$ cat src/rtl/csp_pkg.sv
// Package: shared constants and types for the serial configuration port.
// Assumes 8-bit instruction and data bytes; register 0 bit 0 selects four-wire readback.
package csp_pkg;
    localparam int BYTE_W   = 8;
    localparam int LEN_W    = 2;
    localparam int MODE_REG = 0;
    localparam int MODE_BIT = 0;

    typedef enum logic [1:0] {
        PH_INSTR = 2'd0,
        PH_DATA  = 2'd1,
        PH_TAIL  = 2'd2
    } phase_t;
endpackage

$ cat src/rtl/csp_pin_sampler.sv
// Module: registers the serial pins into the clk domain and flags serial clock edges.
// Assumes each serial clock half period spans at least three clk cycles.
module csp_pin_sampler (
    input  logic clk,
    input  logic rst_n,
    input  logic sel_n,
    input  logic ser_clk,
    input  logic dio_in,
    output logic sel_o,
    output logic rise_o,
    output logic fall_o,
    output logic din_o
);
    logic sel_q, sck_q, sck_d, din_q;

    // Capture pins and keep one older serial clock sample.
    always_ff @(posedge clk) begin
        if (!rst_n) begin
            sel_q <= 1'b1;
            sck_q <= 1'b0;
            sck_d <= 1'b0;
            din_q <= 1'b0;
        end else begin
            sel_q <= sel_n;
            sck_q <= ser_clk;
            sck_d <= sck_q;
            din_q <= dio_in;
        end
    end

    assign sel_o  = ~sel_q;
    assign rise_o = sck_q & ~sck_d & ~sel_q;
    assign fall_o = ~sck_q & sck_d & ~sel_q;
    assign din_o  = din_q;
endmodule

$ cat src/rtl/csp_reg_bank.sv
// Module: the 8-bit configuration registers with one write port and one read port.
// Assumes REG_COUNT is a power of two; register MODE_REG bit MODE_BIT is the readback mode.
module csp_reg_bank #(
    parameter int REG_COUNT = 16,
    localparam int IDX_W = $clog2(REG_COUNT)
) (
    input  logic                           clk,
    input  logic                           rst_n,
    input  logic                           wr_en,
    input  logic [IDX_W-1:0]               wr_idx,
    input  logic [csp_pkg::BYTE_W-1:0]     wr_data,
    input  logic [IDX_W-1:0]               rd_idx,
    output logic [csp_pkg::BYTE_W-1:0]     rd_data,
    output logic                           mode4_o,
    output logic [REG_COUNT*csp_pkg::BYTE_W-1:0] cfg_o
);
    logic [REG_COUNT-1:0][csp_pkg::BYTE_W-1:0] regs;

    // Clear on reset, otherwise store a completed write byte.
    always_ff @(posedge clk) begin
        if (!rst_n) begin
            regs <= '0;
        end else if (wr_en) begin
            regs[wr_idx] <= wr_data;
        end
    end

    assign rd_data = regs[rd_idx];
    assign mode4_o = regs[csp_pkg::MODE_REG][csp_pkg::MODE_BIT];
    assign cfg_o   = regs;

    // registers only move on a write strobe.
    a_r5_hold_without_strobe: assert property (@(posedge clk) disable iff (!rst_n)
        !wr_en |=> $stable(regs));

    // a strobed byte is present in its register on the next cycle.
    a_r4_write_lands: assert property (@(posedge clk) disable iff (!rst_n)
        wr_en |=> regs[$past(wr_idx)] == $past(wr_data));
endmodule

$ cat src/rtl/csp_sequencer.sv
// Module: instruction decode, byte and bit counting, write strobes and read shifting.
// Assumes edge flags from csp_pin_sampler; rise and fall never occur in the same cycle.
module csp_sequencer #(
    parameter int IDX_W = 4
) (
    input  logic                       clk,
    input  logic                       rst_n,
    input  logic                       sel_i,
    input  logic                       rise_i,
    input  logic                       fall_i,
    input  logic                       din_i,
    input  logic                       mode4_i,
    input  logic [csp_pkg::BYTE_W-1:0] rd_data_i,
    output logic [IDX_W-1:0]           idx_o,
    output logic                       wr_en_o,
    output logic [csp_pkg::BYTE_W-1:0] wr_data_o,
    output logic                       drive_o,
    output logic                       four_o,
    output logic                       bit_o
);
    import csp_pkg::*;

    phase_t                  phase;
    logic [2:0]              bit_cnt;
    logic [BYTE_W-2:0]       shreg;
    logic [BYTE_W-1:0]       tx;
    logic [LEN_W-1:0]        left;
    logic [IDX_W-1:0]        idx;
    logic                    is_rd, four_q, drive_q, bit_q;

    logic [BYTE_W-1:0] byte_in;
    logic              byte_done;

    // Form the byte completed by the current sample and flag its eighth bit.
    always_comb begin
        byte_in   = {shreg, din_i};
        byte_done = rise_i && (bit_cnt == 3'd7);
    end

    // Phase, counters, read shifter and output drive.
    always_ff @(posedge clk) begin
        if (!rst_n) begin
            phase   <= PH_INSTR;
            bit_cnt <= '0;
            shreg   <= '0;
            tx      <= '0;
            left    <= '0;
            idx     <= '0;
            is_rd   <= 1'b0;
            four_q  <= 1'b0;
            drive_q <= 1'b0;
            bit_q   <= 1'b0;
        end else if (!sel_i) begin
            phase   <= PH_INSTR;
            bit_cnt <= '0;
            drive_q <= 1'b0;
            bit_q   <= 1'b0;
        end else begin
            if (rise_i && phase != PH_TAIL) begin
                shreg   <= byte_in[BYTE_W-2:0];
                bit_cnt <= bit_cnt + 3'd1;
            end
            if (byte_done && phase == PH_INSTR) begin
                is_rd  <= byte_in[7];
                left   <= byte_in[6:5];
                idx    <= byte_in[IDX_W-1:0];
                four_q <= mode4_i;
                phase  <= PH_DATA;
            end else if (byte_done && phase == PH_DATA) begin
                if (left == '0) begin
                    phase <= PH_TAIL;
                end else begin
                    left <= left - 1'b1;
                    idx  <= idx + 1'b1;
                end
            end
            if (fall_i && is_rd && phase == PH_DATA) begin
                drive_q <= 1'b1;
                if (bit_cnt == 3'd0) begin
                    bit_q <= rd_data_i[BYTE_W-1];
                    tx    <= {rd_data_i[BYTE_W-2:0], 1'b0};
                end else begin
                    bit_q <= tx[BYTE_W-1];
                    tx    <= {tx[BYTE_W-2:0], 1'b0};
                end
            end else if (fall_i && is_rd && phase == PH_TAIL) begin
                drive_q <= 1'b1;
                bit_q   <= 1'b0;
            end
        end
    end

    assign idx_o     = idx;
    assign wr_en_o   = sel_i && byte_done && phase == PH_DATA && !is_rd;
    assign wr_data_o = byte_in;
    assign drive_o   = drive_q;
    assign four_o    = four_q;
    assign bit_o     = bit_q;

    // nothing is driven while the instruction is still arriving.
    a_r3_instr_quiet: assert property (@(posedge clk) disable iff (!rst_n)
        (phase == PH_INSTR) |-> !drive_q);

    // deselection returns the sequencer to idle with outputs released.
    a_r9_idle_on_deselect: assert property (@(posedge clk) disable iff (!rst_n)
        !sel_i |=> (!drive_q && phase == PH_INSTR && bit_cnt == 3'd0));

    // a falling edge after the last read bit drives a low level.
    a_r8_tail_low: assert property (@(posedge clk) disable iff (!rst_n)
        (sel_i && fall_i && is_rd && phase == PH_TAIL) |=> (drive_q && !bit_q));
endmodule

$ cat src/rtl/ctl_serial_port.sv
// Module: top of the serial configuration port; joins sampler, sequencer and register bank
// and splits the read drive between the bidirectional line and the separate output.
// Assumes the pad ring builds the tri-state buffers from the value/enable pairs.
module ctl_serial_port #(
    parameter int REG_COUNT = 16
) (
    input  logic                       clk,
    input  logic                       rst_n,
    input  logic                       sel_n,
    input  logic                       ser_clk,
    input  logic                       dio_in,
    output logic                       dio_out,
    output logic                       dio_oe,
    output logic                       dout,
    output logic                       dout_oe,
    output logic [REG_COUNT*8-1:0]     cfg_o
);
    localparam int IDX_W = $clog2(REG_COUNT);

    logic sel, rise, fall, din, mode4, wr_en, drive, four, obit;
    logic [IDX_W-1:0] idx;
    logic [7:0] rd_data, wr_data;

    csp_pin_sampler u_pins (
        .clk(clk), .rst_n(rst_n), .sel_n(sel_n), .ser_clk(ser_clk), .dio_in(dio_in),
        .sel_o(sel), .rise_o(rise), .fall_o(fall), .din_o(din)
    );

    csp_sequencer #(.IDX_W(IDX_W)) u_seq (
        .clk(clk), .rst_n(rst_n), .sel_i(sel), .rise_i(rise), .fall_i(fall), .din_i(din),
        .mode4_i(mode4), .rd_data_i(rd_data), .idx_o(idx), .wr_en_o(wr_en),
        .wr_data_o(wr_data), .drive_o(drive), .four_o(four), .bit_o(obit)
    );

    csp_reg_bank #(.REG_COUNT(REG_COUNT)) u_bank (
        .clk(clk), .rst_n(rst_n), .wr_en(wr_en), .wr_idx(idx), .wr_data(wr_data),
        .rd_idx(idx), .rd_data(rd_data), .mode4_o(mode4), .cfg_o(cfg_o)
    );

    // Route the read bit to whichever pin the latched mode selects.
    always_comb begin
        dio_out = obit;
        dout    = obit;
        dio_oe  = drive & ~four;
        dout_oe = drive & four;
    end

    // the two output enables are never active together.
    a_r7_one_driver: assert property (@(posedge clk) disable iff (!rst_n)
        !(dio_oe && dout_oe));
endmodule

$ cat config.mk
export PLATFORM = sky130hd
export DESIGN_NAME = ctl_serial_port
export DESIGN_NICKNAME = d
export VERILOG_FILES = /design/src/rtl/csp_pkg.sv /design/src/rtl/csp_pin_sampler.sv /design/src/rtl/csp_reg_bank.sv /design/src/rtl/csp_sequencer.sv /design/src/rtl/ctl_serial_port.sv
export SDC_FILE = /design/constraint.sdc
export NUM_CORES = 1
export LEC_CHECK = 0
export BUFFER_PORTS_ARGS = -buffer_cell sky130_fd_sc_hd__buf_2
export CAP_MARGIN = 10
export CORE_MARGIN = 2
export CORE_UTILIZATION = 51
export CTS_CLUSTER_DIAMETER = 100
export DETAILED_ROUTE_END_ITERATION = 10
export PLACE_DENSITY = 0.83
export SYNTH_ARGS = -nofsm -noshare
export SYNTH_HDL_FRONTEND = slang
export SYNTH_SLANG_ARGS = --single-unit
$ cat constraint.sdc
create_clock -name clk -period 4.83 [get_ports clk]
set_clock_uncertainty 0.1 [all_clocks]
set_input_delay 0.7245 -clock clk [delete_from_list [all_inputs] [get_ports clk]]
set_output_delay 0.7245 -clock clk [all_outputs]
set_load 0.1 [all_outputs]
### Word-level counts from Yosys, hierarchy flattened

Cells that the tools add are included.

| word-level totals | value |
|---|---|
| flip-flop bits (word level) | 162 |
| bits of input ports | 5 |
| output and inout port bits | 132 |

| operators by class | value |
|---|---|
| add/sub/neg operators | 3 |
| order comparisons | 2 |
| eq/ne operators | 5 |
| muxes and demuxes | 20 |
| bitwise gates (word level) | 11 |
| reductions and logical operators | 26 |

Operators with widths:

| kind | number |
|---|---|
| bitwise mux 128 bit | 1 |
| binary-select mux 8 bit (select 4 bit) | 1 |
| demux 8 bit (select 4 bit) | 1 |
| two-way mux 8 bit | 3 |
| two-way mux 4 bit | 3 |
| logical AND 1 bit | 11 |
| AND reduction 2 bit | 5 |
| two-way mux 1 bit | 8 |
| bitwise AND 1 bit | 6 |
| two-way mux 2 bit | 3 |
| nonzero test 2 bit | 3 |
| less-than comparator 4 x 5 -> 1 bit, second input constant | 1 |
| NOT 1 bit | 5 |
| adder 4 x 1 -> 4 bit, second input constant | 1 |
| >= comparator 4 x 1 -> 1 bit, second input constant | 1 |
| logical NOT 2 bit | 2 |
| adder 3 x 1 -> 3 bit, second input constant | 1 |
| == test 3 bit, second input constant | 1 |
| logical NOT 3 bit | 1 |
| AND reduction 3 bit | 1 |
| OR reduction 3 bit | 1 |
| == test 2 x 1 -> 1 bit, second input constant | 1 |
| == test 2 bit, second input constant | 1 |
| != test 2 x 1 -> 1 bit, second input constant | 1 |
| other kinds (4) | 4 |

### Depth between registers and ports, before layout

Gate-level depths: netlist of the first run.

| depth | value |
|---|---|
| depth after elaboration | 7 |
| gate-level depth with buffers | 9 |

### Modules after synthesis

Synthesis of the first run repeated with hierarchy kept, for this count alone.

| second synthesis, totals | value |
|---|---|
| cell total of the unflattened synthesis | 857 |
| area total of the unflattened synthesis | 8051.5 sq um |

By module, submodules not included:

| module | instances | cells each | area each (sq um) | seq. area each (sq um) |
|---|---|---|---|---|
| csp_reg_bank | 1 | 691 | 6505.0 | 2562.5 |
| csp_sequencer | 1 | 152 | 1387.6 | 580.6 |
| csp_pin_sampler | 1 | 11 | 135.1 | 80.1 |
| ctl_serial_port | 1 | 3 | 23.8 | 0.0 |

### Worst setup path before layout of the first run

Ideal clock, no wire load.

| timing | value |
|---|---|
| kind | register to output |
| start point | register u_seq.drive_q (netlist: u_seq.drive_o) |
| end point | output dio_oe |
| arrival | 1.674 ns |
| data required time | 4.005 ns |
| setup slack | 2.332 ns |
| cell stages (with the launch flop) | 2 |
| path buffers | 0 |
| cells stage by stage | dfxtp_1 -> nor2b_1 |

| on the way | value |
|---|---|
| cells in the longest elaborated chain, start to end | 1 |

RTL lines:

| element | line | source |
|---|---|---|
| start: declaration | csp_sequencer.sv:29 | `logic is_rd, four_q, drive_q, bit_q;` |
| start signal: assignment | csp_sequencer.sv:51 | `drive_q <= 1'b0;` |
| start signal: assignment | csp_sequencer.sv:56 | `drive_q <= 1'b0;` |
| start signal: assignment | csp_sequencer.sv:78 | `drive_q <= 1'b1;` |
| bitwise AND 1 bit | ctl_serial_port.sv:44 | `dio_oe = drive & ~four;` |
| end: declaration | ctl_serial_port.sv:13 | `output logic dio_oe,` |

No other way between the ends.

### Worst setup path after layout of the first run

| timing | value |
|---|---|
| start point | register u_seq.idx[0] (netlist: u_seq.idx_o[0]) |
| end point | register u_seq.tx[7] |

| on the way | value |
|---|---|
| cells in the longest elaborated chain, start to end | 3 |

RTL lines:

| element | line | source |
|---|---|---|
| start: declaration | csp_sequencer.sv:28 | `logic [IDX_W-1:0] idx;` |
| start signal: assignment | csp_sequencer.sv:66 | `idx <= byte_in[IDX_W-1:0];` |
| start signal: assignment | csp_sequencer.sv:74 | `idx <= idx + 1'b1;` |
| binary-select mux 8 bit (select 4 bit) | csp_reg_bank.sv:28 | `assign rd_data = regs[rd_idx];` |
| two-way mux 8 bit (implied by the code) | csp_reg_bank.sv:28 |  |
| two-way mux 8 bit | csp_sequencer.sv:79 | `if (bit_cnt == 3'd0) begin` |
| end signal: assignment | csp_sequencer.sv:81 | `tx <= {rd_data_i[BYTE_W-2:0], 1'b0};` |
| end signal: assignment | csp_sequencer.sv:84 | `tx <= {tx[BYTE_W-2:0], 1'b0};` |
| end: declaration | csp_sequencer.sv:26 | `logic [BYTE_W-1:0] tx;` |

No other way between the ends. The select of a mux whose other input is x is not followed.
A chain may end at the register's enable or synchronous reset.

==> out/qor.csv, run 1 <==
stage;metric;value;unit
final_layout;num_antenna_cells;0;
timing;finalCritPeriodShare;0.581;
clock_network;clk_pin_slew;0.06;ns
power_and_ir_drop;power_frac_seq;0.494;
power_and_ir_drop;power_per_cell_area;310;mW/mm2
power_and_ir_drop;vdd_ir_drop_max;0.000241;V
grt;grt_max_degree;65;
setup_path;r2r_cells;5;
synth;post-synth-top-count-cell;dfxtp_1;
power_and_ir_drop;p_switching;566;uW
final_layout;drive_gt1_frac;0.267;
outcome;status;finished, final reports clean;
synth;synth_top_area_frac;0.429;
timing;tightest_slew;1.06;ns
clock_network;cts_tree;done;
min_path;hp-class;register to register;
clock_network;postCtsSetupRepairBufs;0;
timing;rsz0062_at_grt;false;
grt;grt_pass1_wl;32600;um
min_path;hold_depth;2;
timing;fin_crit;2.80;ns
die;fp.dieH;125;um
routing;wirelength;20800;um
setup_path;cp_slowest_cell;dfxtp_2;
clock_network;ctsHoldBuffers;0;
clock_network;cts_buffers;17;
synth;syn_area_per_cell;10.4;um2
setup_path;path_buf_inv;1;
power_and_ir_drop;swShare;0.210;
synth;syn_area;0.00751;mm2
final_layout;design_area;0.00872;mm2
clock_network;clk_latency;0.44;ns
grt;grt_pass1_vias;5781;
timing;max-slew-margin-rel;0.290;
synth;synth-seq-cells;161;
synth;yosys-top-cells-count;dfxtp_1 (161), mux2i_1 (151), nor2_1 (139);
grt;grt_usage;0.267;
clock_network;cts_resized;0;
clock_network;root_buffer;clkbuf_16;
power_and_ir_drop;power;2700;uW
die;rows;44;
place;dpl.hpwl;14000;um
timing;slew_viol_final;0;
synth;synth_area_leader_cell;dfxtp_1;
setup_path;endpoint_kind;register;
final_layout;nets;836;
place;port_buffers;136;
timing;fmax;357;MHz
synth;async_flop_share;0;
setup_path;path_max_fanout;28;
routing;drt_iter0_drc;537;
routing;firstDrtPassIters;5;
synth;synth-edff-count;0;
place;place_area;0.00813;mm2
routing;wl_per_cell;20.4;um
synth;synthesis.nets;737;
die;fp.dieArea;0.0157;mm2
setup_path;arrival;3.00;ns
die;ios;137;
setup_path;crit_path_start_kind;register;
clock_network;cts_buffer_depth;2;
timing;tns;0;ns
setup_path;crit_required;5.03;ns
routing;antenna_left;0;
clock_network;h-tree-depth;4;
power_and_ir_drop;power_leakage;0.00447;uW
setup_path;crit_type;register to register;
power_and_ir_drop;p_clk_frac;0.494;
timing;hold_violations;0;
power_and_ir_drop;p_comb_frac;0.012;
grt;antenna_found_initial;0;
timing;setup_viol;0;
synth;synthCells;724;
setup_path;path_cells;buf_4 -> mux4_2 -> and2_1 -> a211oi_1 -> o21ai_0;
setup_path;path_depth;5;
synth;ys_top_cells_by_area;dfxtp_1 (43%), mux2i_1 (20%), nor2_1 (6.9%), mux4_2 (6.9%), nand4_4 (2.8%);
synth;yosysSeqAreaShare;0.429;
synth;synth_cell_type_count;53;
die;core_region_area;0.0145;mm2
setup_path;slowest_delay;0.80;ns
die;die_w;125;um
synth;ys_warn_count;0;
setup_path;cp_top_family;flip-flops;
grt;overflow;0;
synth;synth_flop_cell;dfxtp_1;
routing;drc_errors;0;
run;cap_violations;0;
place;gp_congestion;0.887;
power_and_ir_drop;p_int;2140;uW
routing;viasPerCell;6.00;
final_layout;area_growth;16.1;%
die;start_util;0.519;
routing;route.vias.total;6119;
clock_network;cts_sinks;161;
[cell families (layout without fill, tap and decap cells)]
group / count (synthesis) / after routing / share of synthesized area
AO/OA/AOI/OAI: 70 / 70 / 0.0613
XOR/XNOR: 1 / 1 / 0.00117
adder cells (fa/ha/maj): 8 / 8 / 0.0133
buffers and inverters: 70 / 182 / 0.0503
flip-flops: 161 / 161 / 0.429
multiplexers: 174 / 174 / 0.270
AND/OR/NAND/NOR: 240 / 240 / 0.174
[metrics by stage]
step	instances	setup slack, ns	utilization	hold WS [ns]
after detailed placement	988	2.07	0.562	0.350
after global placement	988	2.07	0.562	0.340
final	1020	2.03	0.602	0.362
after floorplan	724	2.33	-	0.332
after CTS	1020	2.04	0.602	0.358
after global routing	1020	1.90	0.602	0.396
[layer usage]
| metal | share of wire | wire (um) | track usage | vias to the layer above |
|---|---|---|---|---|
| met5 | 0 | 0 | 0 | - |
| met4 | 0.031 | 653 | 0.103 | 0 |
| met3 | 0.084 | 1760 | 0.0663 | 53 |
| met2 | 0.48 | 9940 | 0.430 | 300 |
| met1 | 0.41 | 8470 | 0.347 | 2999 |
| li1 | - | - | - | 2767 |
[registers in the layout (all words and copies together), names as in the netlist]
register	count
u_bank.cfg_o	128
u_seq.shreg	7
u_seq.tx	7
u_seq.idx_o	4
u_seq.bit_cnt	3
u_seq.left	2
u_seq.phase	2
u_pins.din_o	1
u_pins.sck_d	1
u_pins.sck_q	1
u_pins.sel_q	1
u_seq.bit_o	1
u_seq.drive_o	1
u_seq.four_o	1
u_seq.is_rd	1
[cell usage in the layout, fill, tap and decap left out, types with 12 or more instances in the layout]
master / n
a21oi_1: 17
nand2_1: 18
nor2_1: 139
nand3_1: 18
o21ai_0: 12
clkbuf_16: 17
mux4_2: 23
dfxtp_1: 159
buf_2: 136
mux2i_1: 151
[power by group through the flow]
stage	sequential, uW	clock [uW]	combinational, uW
floorplan	1360	0	24.7
global placement	1360	0	31.1
detailed placement	1360	0	31.0
CTS	1340	1340	31.0
global route	1330	1400	34.0
finish	1340	1330	31.3
[path summary, 6_finish.rpt]
check,startpoint,endpoint,slack (ns)
worst max-delay path,u_seq.idx_o[0],u_seq.tx[7],2.03
worst min-delay path,u_seq.left[1],u_seq.left[1],0.36
worst max register to register,u_seq.idx_o[0],u_seq.tx[7],2.03
worst min register to register,u_seq.left[1],u_seq.left[1],0.36
[worst register-to-register path, stage by stage, from the launching register on]
cell,delay (ns)
dfxtp_2,0.80
buf_4,0.48
mux4_2,0.57
and2_1,0.19
a211oi_1,0.40
o21ai_0,0.15
[layout make-up]
class | instances | area, um2
fill | 1184 | 5760
multi-input combinational | 493 | 3910
sequential | 161 | 3230
timing repair buffer | 143 | 733
clock buffer | 23 | 478
tap | 184 | 230
clock inverter | 9 | 106
inverter | 7 | 28.8
Power figures use the tool's default switching activity.
==> run 2: changes to the inputs <==
ABC_AREA = 1   (was unset)
PLACE_DENSITY = 0.86   (was 0.83)
clock period = 2.28 ns   (was 4.83 ns; I/O delays follow)
==> run 2 against run 1 <==
Final area increased by 1.8%. First-iteration DRC count increased by 72%. Fmax increased by 32%. Die area increased by 1.4%. Critical path depth increased by 4. Highest routed layer unchanged. Register-to-register slack got worse by 1.9 ns.
==> out/qor.csv, run 2 <==
stage;metric;value;unit;change
outcome;status;finished, final reports clean;;
setup_path;reg2reg_to;u_bank.cfg_o[2];;
min_path;hold_depth;2;;unchanged
timing;setup_viol;0;;unchanged
synth;async_flop_share;0;;unchanged
setup_path;path_max_fanout;16;;-43%
final_layout;layout_commonest_cell;nand2_1;;
final_layout;nets;1169;;+40%
die;fp.dieH;126;um;+0.70%
grt;grt_pass1_vias;6783;;+17%
die;rows;44;;unchanged
timing;tightest_slew;0.806;ns;-0.257 ns
timing;max-slew-margin-rel;0.462;;+0.172
synth;synthesis.nets;1067;;+45%
synth;synth-compound-area-share;0.235;;+0.174
setup_path;crit_required;2.48;ns;-2.55 ns
clock_network;cts_buffers;17;;unchanged
final_layout;layout.filler_cells;1242;;+4.9%
setup_path;reg2reg_from;u_seq.bit_cnt[0];;
clock_network;root_buffer;clkbuf_16;;
power_and_ir_drop;p_comb_frac;0.025;;+0.013
grt;grt_usage;0.269;;+0.00210
synth;synth_flop_cell;dfxtp_1;;
synth;ys_top_cells_by_area;dfxtp_1 (42%), a21oi_1 (11%), nand2_1 (9.1%), o21ai_0 (9.1%), inv_1 (7.5%);;
setup_path;crit_type;register to register;;
grt;antenna_found_initial;0;;unchanged
setup_path;crit_path_start_kind;register;;
routing;wirelength;21600;um;+3.8%
timing;fmax;472;MHz;+32%
synth;yosys-top-cells-count;nand2_1 (185), a21oi_1 (166), dfxtp_1 (161);;
synth;syn_area_per_cell;7.23;um2;-30%
power_and_ir_drop;vdd_ir_drop_max;0.000556;V;+130%
synth;synth_xor_area_frac;0.00115;;-0.0000167
final_layout;largest_register_ffs;128;;unchanged
synth;synthCells;1054;;+46%
final_layout;num_antenna_cells;0;;unchanged
setup_path;rrSetupSlack;0.16;ns;-1.87 ns
synth;ys_warn_count;0;;unchanged
place;gp_congestion;0.960;;+8.2%
clock_network;clk_pin_slew;0.06;ns;about the same
setup_path;endpoint_kind;register;;
place;placed_cells;1319;;+34%
routing;antenna_left;0;;unchanged
synth;synth-edff-count;0;;unchanged
grt;grt_max_degree;60;;-7.7%
routing;wl_per_cell;16.0;um;-22%
place;place_area;0.00827;mm2;+1.7%
timing;slew_viol_final;0;;unchanged
min_path;holdPathEnd;u_pins.sel_q;;
run;cap_violations;0;;unchanged
power_and_ir_drop;swShare;0.217;;+0.00769
synth;post-synth-top-count-cell;nand2_1;;
synth;synth_top_family_by_area;compound AO/OA/AOI/OAI gates;;
final_layout;final_cell_mix;nand2_1 (185), a21oi_1 (166), dfxtp_1 (160);;
synth;synth_top_area_frac;0.423;;-0.00613
synth;synth_area_leader_cell;dfxtp_1;;
setup_path;arrival;2.32;ns;-0.68 ns
die;core_region_area;0.0146;mm2;+0.76%
clock_network;clk_latency;0.43;ns;about the same
synth;syn_area;0.00762;mm2;+1.4%
synth;synth_cell_type_count;30;;-43%
timing;tns;0;ns;unchanged
place;dpl.hpwl;14500;um;+3.0%
power_and_ir_drop;power_leakage;0.00435;uW;-2.6%
synth;yosysSeqAreaShare;0.423;;-0.00613
final_layout;final_cells;1352;;+33%
power_and_ir_drop;power_frac_seq;0.489;;-0.005
routing;viasPerCell;5.52;;-8.0%
grt;overflow;0;;unchanged
clock_network;cts_tree;done;;
timing;hold_violations;0;;unchanged
die;ios;137;;unchanged
synth;synth-simple-area-share;0.190;;+0.0157
die;fp.dieArea;0.0159;mm2;+1.4%
synth;yosys.area_share.adder;0.0131;;-0.000191
power_and_ir_drop;p_switching;1260;uW;+120%
power_and_ir_drop;power_per_cell_area;655;mW/mm2;+110%
synth;synth.area.mux_share;0;;-0.270
routing;drc_errors;0;;unchanged
clock_network;cts_sinks;161;;unchanged
min_path;hp-class;input pin to register;;
timing;fin_crit;2.12;ns;-0.685 ns
power_and_ir_drop;power;5810;uW;+120%
final_layout;drive_gt1_frac;0.190;;-0.0767
place;port_buffers;136;;unchanged
setup_path;r2r_cells;9;;+4
clock_network;h-tree-depth;4;;unchanged
grt;grt_pass1_wl;34200;um;+4.8%
timing;finalCritPeriodShare;0.930;;+0.349
final_layout;design_area;0.00887;mm2;+1.8%
timing;rsz0062_at_grt;false;;
routing;route.vias.total;7465;;+22%
timing;worst_slack;0.161;ns;-1.87 ns
clock_network;cts_buffer_depth;2;;unchanged
power_and_ir_drop;p_int;4550;uW;+110%
die;die_w;126;um;+0.70%
die;start_util;0.522;;+0.00355
routing;drt_iter0_drc;921;;+72%
power_and_ir_drop;p_clk_frac;0.486;;-0.008
final_layout;area_growth;16.4;%;
place;pre_cts_ws;0.290;ns;-1.78 ns
min_path;min-delay-start;sel_n;;
synth;synth-seq-cells;161;;unchanged
routing;firstDrtPassIters;5;;unchanged
clock_network;cts_resized;0;;unchanged
## run 2: cell count changes after synthesis, sizes merged, moves of 47 or more
cell,before,now
a21oi,17,167
inv,7,157
mux2i,151,0
nand2,18,201
nand3,18,65
nor2,140,29
o21ai,12,170
## run 2: final cells by class
type | instances | area [um2] | area share
clock buffers | 21 | 470 | 0.0530
well taps | 184 | 230 | 0.0260
repair buffers | 160 | 891 | 0.100
clock inverters | 10 | 110 | 0.0124
flip-flops and latches | 161 | 3220 | 0.364
inverters | 159 | 597 | 0.0673
multi-input cells | 657 | 3350 | 0.377
## run 2: layer usage
| metal | global-route usage | routed length, um |
|---|---|---|
| met1 | 0.354 | 8920 |
| met2 | 0.417 | 9740 |
| met3 | 0.0578 | 2040 |
| met4 | 0.136 | 903 |
| met5 | 0 | 0 |
## run 2: how the worst max path moves through the flow
stage | end | startpoint | depth (start not counted) | slack, ns
after detailed placement | u_bank.cfg_o[2] | u_seq.bit_cnt[0] | 9 | 0.29
final | u_bank.cfg_o[2] | u_seq.bit_cnt[0] | 9 | 0.16
after global placement | u_bank.cfg_o[109] | u_seq.bit_cnt[0] | 9 | 0.38
after floorplan | dio_oe | u_seq.drive_o | 2 | 0.23
after CTS | u_bank.cfg_o[2] | u_seq.bit_cnt[0] | 9 | 0.18
after global routing | u_bank.cfg_o[2] | u_seq.bit_cnt[0] | 9 | 0.04
## run 2: repair_timing
item | CTS | global route
endpoints found under the hold margin | 2 | 0
hold buffers | 2 | 0
setup buffers | 0 | 0
setup endpoints to repair | 0 | 0
## run 2: cells by family (layout without fill, tap and decap cells)
family | after synthesis | in the layout
buffers and inverters | 236 | 350
DFF | 161 | 161
adders and majority gates | 8 | 8
and+or+nand+nor | 298 | 298
AOI/OAI and AO/OA | 350 | 350
xor gates and xnor gates | 1 | 1
## run 2: power by group through the flow
stage          Sequential [uW]  Clock (uW)  Combinational (uW)
6_report                  2840        2830                 143
5_1_grt                   2840        2960                 162
4_1_cts                   2840        2830                 138
3_5_place_dp              2900           0                 134
3_3_place_gp              2900           0                 132
2_1_floorplan             2890           0                 104
## run 2: critical path, cell delays in order (launching register included)
cell and delay [ns]:
dfxtp_1 0.37, ha_1 0.18, ha_1 0.14, inv_1 0.06, nor2_4 0.13, nand3_4 0.21
nor2_8 0.25, nand2_4 0.15, o21ai_0 0.30, a21oi_1 0.10
## run 2: through the flow
step / utilization / hold WS [ns]
after floorplan: - / 0.332
after CTS: 0.608 / 0.0116
final: 0.608 / 0.0261
after global routing: 0.608 / 0.0291
after global placement: 0.567 / 0.350
after detailed placement: 0.567 / 0.355
==> run 3: changes to the inputs <==
PLACE_DENSITY = 0.83   (was 0.86)
REMOVE_ABC_BUFFERS = 1   (was unset)
clock period = 2.55 ns   (was 2.28 ns; I/O delays follow)
==> run 3 against run 2 <==
Sequential share of layout area is 0.37 points higher. Critical path depth unchanged. Routed wire length is 0.12% lower. Cell count is 1.2% lower. Clock power fell by 7.1%. Total power down 9.0%. Via count down 1.7%. Register-to-register slack gained 0.36 ns. Count of clock-buffer cells in the layout increased by 1. Fmax rose by 4.3%. Final area down 1.0%. Combinational power fell by 25%. Critical endpoint is now u_bank.cfg_o[120]. Largest cell class unchanged. Largest power group is now the clock network.
==> out/qor.csv, run 3 (synthesized netlist as in run 2, its figures left out) <==
stage;metric;value;unit;change
clock_network;ctsHoldBuffers;0;;-2
power_and_ir_drop;power_per_cell_area;602;mW/mm2;-8.1%
routing;viasPerCell;5.49;;-0.55%
timing;slew_viol_final;0;;unchanged
clock_network;clk_pin_slew;0.06;ns;about the same
timing;max-slew-margin-rel;0.330;;-0.132
die;ios;137;;unchanged
routing;antenna_left;0;;unchanged
final_layout;area_growth;15.3;%;
grt;grt_usage;0.264;;-0.00468
clock_network;cts_tree;done;;
power_and_ir_drop;p_clk_frac;0.497;;+0.011
power_and_ir_drop;p_int;4200;uW;-7.7%
clock_network;h-tree-depth;4;;unchanged
routing;wirelength;21600;um;-0.12%
routing;drt_iter0_drc;721;;-22%
routing;route.vias.total;7336;;-1.7%
place;place_area;0.00819;mm2;-0.94%
power_and_ir_drop;p_switching;1090;uW;-14%
place;port_buffers;136;;unchanged
timing;fmax;492;MHz;+4.3%
power_and_ir_drop;vdd_ir_drop_max;0.000469;V;-16%
grt;grt_pass1_wl;33700;um;-1.6%
setup_path;reg2reg_from;u_seq.bit_cnt[0];;
power_and_ir_drop;power_frac_seq;0.483;;-0.006
routing;drc_errors;0;;unchanged
place;placed_cells;1307;;-0.91%
setup_path;reg2reg_to;u_bank.cfg_o[120];;
setup_path;startpoint;u_seq.bit_cnt[0];;
min_path;hp-class;input pin to register;;
setup_path;crit_type;register to register;;
routing;firstDrtPassIters;7;;+2
timing;hold_violations;0;;unchanged
clock_network;cts_resized;0;;unchanged
final_layout;final_cells;1336;;-1.2%
place;dpl.hpwl;13800;um;-4.7%
die;fp.dieH;126;um;unchanged
final_layout;design_area;0.00878;mm2;-1.0%
place;gp_congestion;0.934;;-2.6%
routing;wl_per_cell;16.1;um;+1.1%
setup_path;r2r_cells;9;;unchanged
run;cap_violations;0;;unchanged
final_layout;nets;1155;;-1.2%
grt;overflow;0;;unchanged
timing;fin_hold_ws;0.0293;ns;+0.00326 ns
final_layout;drive_gt1_frac;0.178;;-0.0121
final_layout;fin_util;0.602;;-0.00609
setup_path;critical_path.endpoint;u_bank.cfg_o[120];;
final_layout;num_antenna_cells;0;;unchanged
grt;grt_max_degree;143;;+140%
final_layout;layout_commonest_cell;nand2_1;;
timing;tightest_slew;1.00;ns;+0.197 ns
final_layout;largest_register_ffs;128;;unchanged
timing;setup_viol;0;;unchanged
setup_path;path_max_fanout;16;;unchanged
timing;finalCritPeriodShare;0.797;;-0.133
final_layout;final_cell_mix;nand2_1 (185), a21oi_1 (166), dfxtp_1 (160);;
clock_network;cts_sinks;161;;unchanged
power_and_ir_drop;swShare;0.206;;-0.0114
die;core_region_area;0.0146;mm2;unchanged
timing;rsz0062_at_grt;false;;
clock_network;cts_buffers;17;;unchanged
setup_path;endpoint_kind;register;;
clock_network;clk_latency;0.43;ns;about the same
clock_network;postCtsSetupRepairBufs;0;;unchanged
clock_network;cts_buffer_depth;2;;unchanged
power_and_ir_drop;p_comb_frac;0.020;;-0.005
die;start_util;0.522;;unchanged
outcome;status;finished, final reports clean;;
die;rows;44;;unchanged
grt;grt_pass1_vias;6634;;-2.2%
power_and_ir_drop;power_leakage;0.00430;uW;-1.2%
clock_network;root_buffer;clkbuf_16;;
die;fp.dieArea;0.0159;mm2;unchanged
setup_path;rrSetupSlack;0.52;ns;+0.36 ns
setup_path;crit_required;2.76;ns;+0.28 ns
timing;fin_crit;2.03;ns;-0.0873 ns
setup_path;arrival;2.24;ns;-0.08 ns
setup_path;crit_path_start_kind;register;;
die;die_w;126;um;unchanged
grt;antenna_found_initial;0;;unchanged
## run 3: cell types whose count changed in the layout (fill, tap and decap cells not counted), sizes merged
| cell | delta |
|---|---|
| bufinv | +2 |
| buf | -12 |
| dlygate4sd3 | -2 |
| clkbuf | +1 |
| clkinv | -1 |
| clkinvlp | -4 |
## run 3: metrics by stage
step	worst slack (ns)	total power (uW)	setup TNS (ns)
floorplan	-0.874	2650	-75.60
global placement	0.629	2710	0
detailed placement	0.580	2710	0
CTS	0.537	5290	0
global route	0.394	5430	0
finish	0.518	5290	0
## run 3: layout make-up
type	instances	area, um2
Multi-Input combinational cell	657	3350
Clock inverter	7	135
Inverter	159	597
Tap cell	184	230
Fill cell	1299	5810
Clock buffer	22	454
Timing Repair Buffer	146	793
Sequential cell	161	3220
## run 3: metal layers
metal	GRT usage	up-vias	wire length [um]
li1	-	3572	-
met1	0.349	3393	8940
met2	0.427	329	10400
met3	0.0599	42	1810
met4	0.0924	0	452
met5	0	-	0
## run 3: worst min path at each step
stage	depth (start not counted)	start	slack, ns	endpoint
floorplan	2	u_pins.sck_q	0.33	u_pins.sck_d
global placement	2	u_pins.sck_q	0.34	u_pins.sck_d
detailed placement	2	u_bank.cfg_o[92]	0.35	u_bank.cfg_o[92]
CTS	3	dio_in	0.02	u_pins.din_o
global route	3	dio_in	0.04	u_pins.din_o
finish	3	dio_in	0.03	u_pins.din_o
## run 3: power groups by stage
stage | Sequential [uW] | Clock [uW] | Combinational, uW
after CTS | 2550 | 2630 | 105
after global routing | 2550 | 2760 | 122
after floorplan | 2590 | 0 | 57.5
after detailed placement | 2610 | 0 | 104
after global placement | 2610 | 0 | 102
final | 2550 | 2630 | 107
## run 3: worst max-delay path, cell delays in order, from the launching register on
cell and delay [ns]:
dfxtp_1 0.38, ha_1 0.17, ha_1 0.13, inv_1 0.06, nor2_4 0.13, nand3_4 0.21, nor2_8 0.27, nand2_4 0.16
o21ai_0 0.23, a21oi_1 0.07
